[config.mk]
export PLATFORM = sky130hd
export DESIGN_NAME = edge_amp_extractor
export DESIGN_NICKNAME = d
export VERILOG_FILES = /design/src/rtl/edge_amp_pkg.sv /design/src/rtl/edge_amp_datapath.sv /design/src/rtl/edge_amp_ctrl.sv /design/src/rtl/edge_amp_extractor.sv
export SDC_FILE = /design/constraint.sdc
export NUM_CORES = 1
export LEC_CHECK = 0
export ABC_CLOCK_PERIOD_IN_PS = 11300
export BUFFER_PORTS_ARGS = -buffer_cell sky130_fd_sc_hd__buf_2
export CAP_MARGIN = 20
export CORE_MARGIN = 2
export CORE_UTILIZATION = 45
export CTS_BUF_LIST = sky130_fd_sc_hd__clkbuf_8
export DETAILED_ROUTE_END_ITERATION = 8
export GPL_TIMING_DRIVEN = 0
export HOLD_SLACK_MARGIN = 0.1
export SLEW_MARGIN = 30
export SYNTH_ARGS = -nofsm -noshare
export SYNTH_HDL_FRONTEND = slang
export SYNTH_SLANG_ARGS = --single-unit
[constraint.sdc]
create_clock -name clk -period 11.3 [get_ports clk]
set_input_delay 1.13 -clock clk [delete_from_list [all_inputs] [get_ports clk]]
set_output_delay 1.13 -clock clk [all_outputs]
set_load 0.05 [all_outputs]
[src/rtl/edge_amp_pkg.sv]
package edge_amp_pkg;
  // Strobes from window control into the datapath
  typedef struct packed {
    logic startWin;  // accepted difference opens a window
    logic addDiff;   // accepted difference belongs to the window
    logic lastDiff;  // accepted difference closes the window
  } winStrobeT;
endpackage

[src/rtl/edge_amp_datapath.sv]
module edge_amp_datapath
  import edge_amp_pkg::*;
#(
  parameter int SAMPLE_W = 16,
  parameter int LAG      = 4,
  parameter int WIN_N    = 7,
  localparam int DIFF_W  = SAMPLE_W + 1,
  localparam int ACC_W   = SAMPLE_W + $clog2(WIN_N + 1) + 1
) (
  input  logic                clk,
  input  logic                rstN,
  input  logic [SAMPLE_W-1:0] sampleIn,
  input  logic                sampleValid,
  input  logic [DIFF_W-1:0]   thrIn,
  input  winStrobeT           strb,
  output logic                diffAbove,
  output logic [ACC_W-1:0]    ampOut,
  output logic                ampValid
);
  logic [SAMPLE_W-1:0] dly [LAG];
  logic [DIFF_W-1:0]   diff;
  logic [ACC_W-1:0]    posPart;
  logic [ACC_W-1:0]    acc;

  // Lag line: dly[LAG-1] holds the sample LAG valid samples back
  for (genvar i = 0; i < LAG; i++) begin : g_lag
    always_ff @(posedge clk or negedge rstN) begin
      if (!rstN) begin
        dly[i] <= '0;
      end else if (sampleValid) begin
        if (i == 0) dly[i] <= sampleIn;
        else        dly[i] <= dly[(i == 0) ? 0 : i - 1];
      end
    end
  end

  always_comb begin
    diff      = {sampleIn[SAMPLE_W-1], sampleIn} - {dly[LAG-1][SAMPLE_W-1], dly[LAG-1]};
    diffAbove = $signed(diff) > $signed(thrIn);
    posPart   = diff[DIFF_W-1] ? '0 : {{(ACC_W-DIFF_W){1'b0}}, diff};
  end

  always_ff @(posedge clk or negedge rstN) begin
    if (!rstN) begin
      acc      <= '0;
      ampOut   <= '0;
      ampValid <= 1'b0;
    end else begin
      ampValid <= strb.lastDiff;
      if (strb.startWin)     acc <= posPart;
      else if (strb.addDiff) acc <= acc + posPart;
      if (strb.lastDiff)     ampOut <= (strb.startWin ? '0 : acc) + posPart;
    end
  end

  // contributions are never negative, so the running sum never falls
  a_r6_acc_never_drops: assert property (@(posedge clk) disable iff (!rstN)
    (strb.addDiff && !strb.startWin) |=> (acc >= $past(acc)));

  // the emitted amplitude is at least the sum gathered before the closing difference
  a_r5_amp_covers_sum: assert property (@(posedge clk) disable iff (!rstN)
    (strb.lastDiff && !strb.startWin) |=> (ampOut >= $past(acc)));

  // the lag line holds still while no valid sample arrives
  a_r3_lag_holds: assert property (@(posedge clk) disable iff (!rstN)
    !sampleValid |=> $stable(dly[LAG-1]));
endmodule

[src/rtl/edge_amp_ctrl.sv]
module edge_amp_ctrl
  import edge_amp_pkg::*;
#(
  parameter int LAG   = 4,
  parameter int WIN_N = 7,
  localparam int FILL_W = $clog2(LAG + 1),
  localparam int CNT_W  = $clog2(WIN_N + 1)
) (
  input  logic      clk,
  input  logic      rstN,
  input  logic      sampleValid,
  input  logic      diffAbove,
  output winStrobeT strb,
  output logic      hitFlag
);
  logic [FILL_W-1:0] fillCnt;
  logic              filled;
  logic              open;
  logic [CNT_W-1:0]  cnt;   // differences already taken in the open window
  logic              diffValid;

  always_comb begin
    filled        = (fillCnt == FILL_W'(LAG));
    diffValid     = sampleValid && filled;
    strb.startWin = diffValid && !open && diffAbove;
    strb.addDiff  = strb.startWin || (diffValid && open);
    strb.lastDiff = diffValid && open && (cnt == CNT_W'(WIN_N));
  end

  always_ff @(posedge clk or negedge rstN) begin
    if (!rstN) begin
      fillCnt <= '0;
      open    <= 1'b0;
      cnt     <= '0;
      hitFlag <= 1'b0;
    end else begin
      hitFlag <= strb.startWin;
      if (sampleValid && !filled) fillCnt <= fillCnt + 1'b1;
      if (strb.startWin) begin
        open <= 1'b1;
        cnt  <= CNT_W'(1);
      end else if (strb.lastDiff) begin
        open <= 1'b0;
        cnt  <= '0;
      end else if (strb.addDiff) begin
        cnt  <= cnt + 1'b1;
      end
    end
  end

  // no second window while one is open
  a_r8_single_window: assert property (@(posedge clk) disable iff (!rstN)
    open |-> !strb.startWin);

  // the count stays inside the window length
  a_r5_count_bound: assert property (@(posedge clk) disable iff (!rstN)
    open |-> (cnt >= CNT_W'(1) && cnt <= CNT_W'(WIN_N)));

  // nothing is accumulated before the lag line is full
  a_r2_fill_gate: assert property (@(posedge clk) disable iff (!rstN)
    !filled |-> !strb.addDiff);

  // the hit flag is a single-cycle pulse
  a_r4_hit_pulse: assert property (@(posedge clk) disable iff (!rstN)
    hitFlag |=> !hitFlag);
endmodule

[src/rtl/edge_amp_extractor.sv]
module edge_amp_extractor
  import edge_amp_pkg::*;
#(
  parameter int SAMPLE_W = 16,
  parameter int LAG      = 4,
  parameter int WIN_N    = 7,
  localparam int DIFF_W  = SAMPLE_W + 1,
  localparam int ACC_W   = SAMPLE_W + $clog2(WIN_N + 1) + 1
) (
  input  logic                clk,
  input  logic                rstN,
  input  logic [SAMPLE_W-1:0] sampleIn,
  input  logic                sampleValid,
  input  logic [DIFF_W-1:0]   thrIn,
  output logic [ACC_W-1:0]    ampOut,
  output logic                ampValid,
  output logic                hitFlag
);
  winStrobeT strb;
  logic      diffAbove;

  edge_amp_ctrl #(.LAG(LAG), .WIN_N(WIN_N)) ctrl_i (
    .clk(clk), .rstN(rstN), .sampleValid(sampleValid),
    .diffAbove(diffAbove), .strb(strb), .hitFlag(hitFlag)
  );

  edge_amp_datapath #(.SAMPLE_W(SAMPLE_W), .LAG(LAG), .WIN_N(WIN_N)) dp_i (
    .clk(clk), .rstN(rstN), .sampleIn(sampleIn), .sampleValid(sampleValid),
    .thrIn(thrIn), .strb(strb), .diffAbove(diffAbove),
    .ampOut(ampOut), .ampValid(ampValid)
  );
endmodule

==> results.md <==
* Outcome: finished clean
* Sequential area share after synthesis at 39.5%
* Largest family of logic cells by synthesized area: compound AO/OA/AOI/OAI gates
* Top delay family on crit path: compound AO/OA/AOI/OAI gates
* CTS Sinks at 113
* Worst VDD drop at 0.000116 V
* Setup crit end kind: register
* Post-synth cell types at 54
* Die Wd at 130 um
* Comb pwr share at 55.4%
* Aggregate global-route resource usage at 21.9%
* Ys Warns at 0
* CP peak stage delay at 0.53 ns
* P per Cell Area at 253 mW/mm2
* Worst path slowest cell: clkbuf_1
* Startpoint types: primary input
* Worst hold path class: reg -> reg
* Worst Max-Slew Pin Slew at 0.759 ns
* Antenna Cells at 0
* Wl on met1 at 7750 um
* Met3 WL at 609 um
* H-Tree Level Count at 4
* Remaining Overflow, GRT at 0
* Sequential Power Share at 26.5%
* CTS Hold Bufs at 0
* Port buffer count at 57
* Most frequent cells in the layout: 113 x dfrtp_1, 77 x nand2_1, 69 x ha_1, 63 x inv_1, 59 x o21ai_0
* Routability Congestion at 0.962
* Hpwl dp at 13500 um
* Num CTS Buffers at 17
* Xor/xnor share of the synthesized area at 4.65%
* Core Area at 0.0157 mm2
* Nets at 940
* CP required at 11.61 ns
* Most frequent CP cell: o31a_1
* DIE AREA at 0.0169 mm2
* Syn nets at 863
* Clock Tree Root: clkbuf_8
* Crit path max fanout at 10
* Post-synthesis mux area share at 8.29%
* Sw frac at 44.2%
* Post-synthesis adder-cell area fraction at 12.9%
* Clock latency on the worst-skew pair at 0.44 ns
* Yosys reg bits at 113
* Layout Area Growth over Synthesis at 13.6%
* Int Power at 1.15 mW
* Compound-gate portion of the synthesized area at 16.8%
* Arrival @ worst endpoint at 7.74 ns
* Post-synthesis cell count at 755
* CTS tree: done
* Crit path kind: in -> reg
* Vias/cell at 5.31
* Vias in the first global route at 5810
* Max-slew violation count at 0
* Largest net degree at the start of global routing at 64
* WL met2 at 8320 um
* Slew headroom at 49.4%
* Initial Utilization at 45.5%
* 1st-iter DRT viols at 242
* Commonest non-fill, non-tap cell in the layout: dfrtp_1
* Synth Flop Type: dfrtp_1
* RSZ-0062 raised after global routing: no
* Die H at 130 um
* Layout Skew at 0.0122 ns
* Top Ports at 58
* Post-Syn Area per Cell at 9.48 um2
* Final Hold Fails at 0
* Ys async rst share at 100%
* Antenna viol nets, final at 0
* CTS clk-pin slew, worst paths at 0.07 ns
* Top sig layer: met4
* EDFF count, synth at 0
* Buf/Inv on CP at 7
* Worst Slack Setup Final at 3.87 ns
* First-pass GRT wire length at 28400 um
* Setup_tns at 0 ns
* Initial antenna violation count at 0
* DR WL/cell at 16.3 um
* Post_cts resized at 0
* Period utilisation layout at 65.8%
* Number of buffers added for setup after CTS at 0
* Via Count at 5629
* Clk pwr share at 18.1%
* Share of cells above drive strength 1 at 17.6%
* Minimum clock period at 7.43 ns
* Post-Synth Simple-Gate Area at 13.2%
* Drt pass-1 iters at 5
* DR DRC count at 0
* CTS max path bufs at 2
* Rows at 46
* Mapped Area at 0.00716 mm2
* Place WS at 3.47 ns
* Total of max-cap violations at 0
* Max Clock Freq at 0.135 GHz
* Detailed Route WL at 17300 um
* Leakage at 3.95 nW
* Final Setup Violations at 0
* Switch Pwr at 910 uW
-- power by group through the flow --
| stage | combinational (mW) | clock, mW | sequential, mW |
|---|---|---|---|
| finish | 1.14 | 0.373 | 0.545 |
| global route | 1.28 | 0.403 | 0.556 |
| CTS | 1.14 | 0.383 | 0.545 |
| detailed placement | 1.13 | 0 | 0.553 |
| global placement | 1.09 | 0 | 0.548 |
| floorplan | 0.849 | 0 | 0.572 |
-- metal layers --
layer,vias up,track usage [%]
li1,2804,-
met1,2660,26.3
met2,124,37.9
met3,41,4.02
met4,0,10.7
met5,-,0
-- stage by stage --
| stage | utilization (%) | hold slack (ns) | cells | total power [mW] | instance area [um2] |
|---|---|---|---|---|---|
| final | 51.7 | 0.473 | 1061 | 2.06 | 8130 |
| after global routing | 51.7 | 0.495 | 1061 | 2.24 | 8130 |
| after floorplan | - | 0.449 | 755 | 1.42 | 7160 |
| after detailed placement | 49.3 | 0.461 | 1029 | 1.68 | 7750 |
| after CTS | 51.7 | 0.479 | 1061 | 2.06 | 8130 |
| after global placement | 49.1 | 0.455 | 1028 | 1.64 | 7710 |
-- cell type report --
cell class | count | area, um2
Sequential cell | 113 | 2830
Tap cell | 216 | 270
Multi-Input combinational cell | 555 | 3990
Buffer | 23 | 93.8
Clock buffer | 17 | 234
Clock inverter | 15 | 148
Timing Repair Buffer | 58 | 323
Fill cell | 1516 | 7580
Inverter | 64 | 241
-- logic make-up after synthesis --
kind of cell | count (synthesis)
DFF | 113
and+or+nand+nor | 200
muxes | 53
AOI/OAI and AO/OA | 192
xor gates and xnor gates | 38
adders and majority gates | 72
buffers and inverters | 87
-- synth_stat cells, types with 2 or more instances --
cell type / instances / share of area (%)
dfrtp_1: 113 / 40
a22o_1: 2 / 0.24
nand2b_1: 7 / 0.61
and2_1: 4 / 0.35
a21boi_0: 3 / 0.31
nor4_1: 2 / 0.17
nor3_1: 9 / 0.63
o2111ai_1: 5 / 0.61
o21a_1: 10 / 1.0
o22ai_1: 9 / 0.79
inv_1: 63 / 3.3
o211ai_1: 8 / 0.84
o21bai_1: 4 / 0.42
nor2_1: 37 / 1.9
clkbuf_1: 21 / 1.1
o31a_1: 6 / 0.73
o21ai_0: 59 / 4.1
or2_2: 4 / 0.35
ha_1: 69 / 12
or4_1: 2 / 0.21
nor2b_1: 24 / 2.1
a21o_1: 18 / 1.9
and3_1: 4 / 0.35
a211oi_1: 5 / 0.52
a21oi_1: 48 / 3.4
xor2_1: 19 / 2.3
o221ai_1: 2 / 0.24
xnor2_1: 19 / 2.3
nand2_1: 77 / 4.0
mux2_2: 50 / 7.9
a21bo_2: 2 / 0.28
nand4_1: 4 / 0.35
mux2i_1: 3 / 0.42
fa_1: 3 / 0.84
nand3_1: 18 / 1.3
or3_1: 3 / 0.26
o31ai_1: 2 / 0.21
-- registers in the layout, indices dropped and copies added, names as in the netlist --
| signal | flops |
|---|---|
| dp_i.dly | 64 |
| dp_i.acc | 20 |
| dp_i.ampOut | 20 |
| ctrl_i.cnt | 3 |
| ctrl_i.fillCnt | 3 |
| ctrl_i.hitFlag | 1 |
| ctrl_i.open | 1 |
| dp_i.ampValid | 1 |
-- path summary, 6_finish.rpt --
path / from / endpoint / slack, ns / depth (start not counted)
setup / recovery: sampleIn[2] / dp_i.ampOut[18] / 3.87 / 29
hold / removal: dp_i.ampOut[4] / dp_i.ampOut[4] / 0.47 / 1
setup reg to reg: dp_i.dly[2] / dp_i.ampOut[18] / 4.30 / 29
hold reg to reg: dp_i.ampOut[4] / dp_i.ampOut[4] / 0.47 / 1
max in group asynchronous: rstN / dp_i.dly[5] / 10.08 / 2
min in group asynchronous: rstN / dp_i.ampOut[7] / 0.57 / 1
Note: power is estimated with default switching activity, not from simulation.
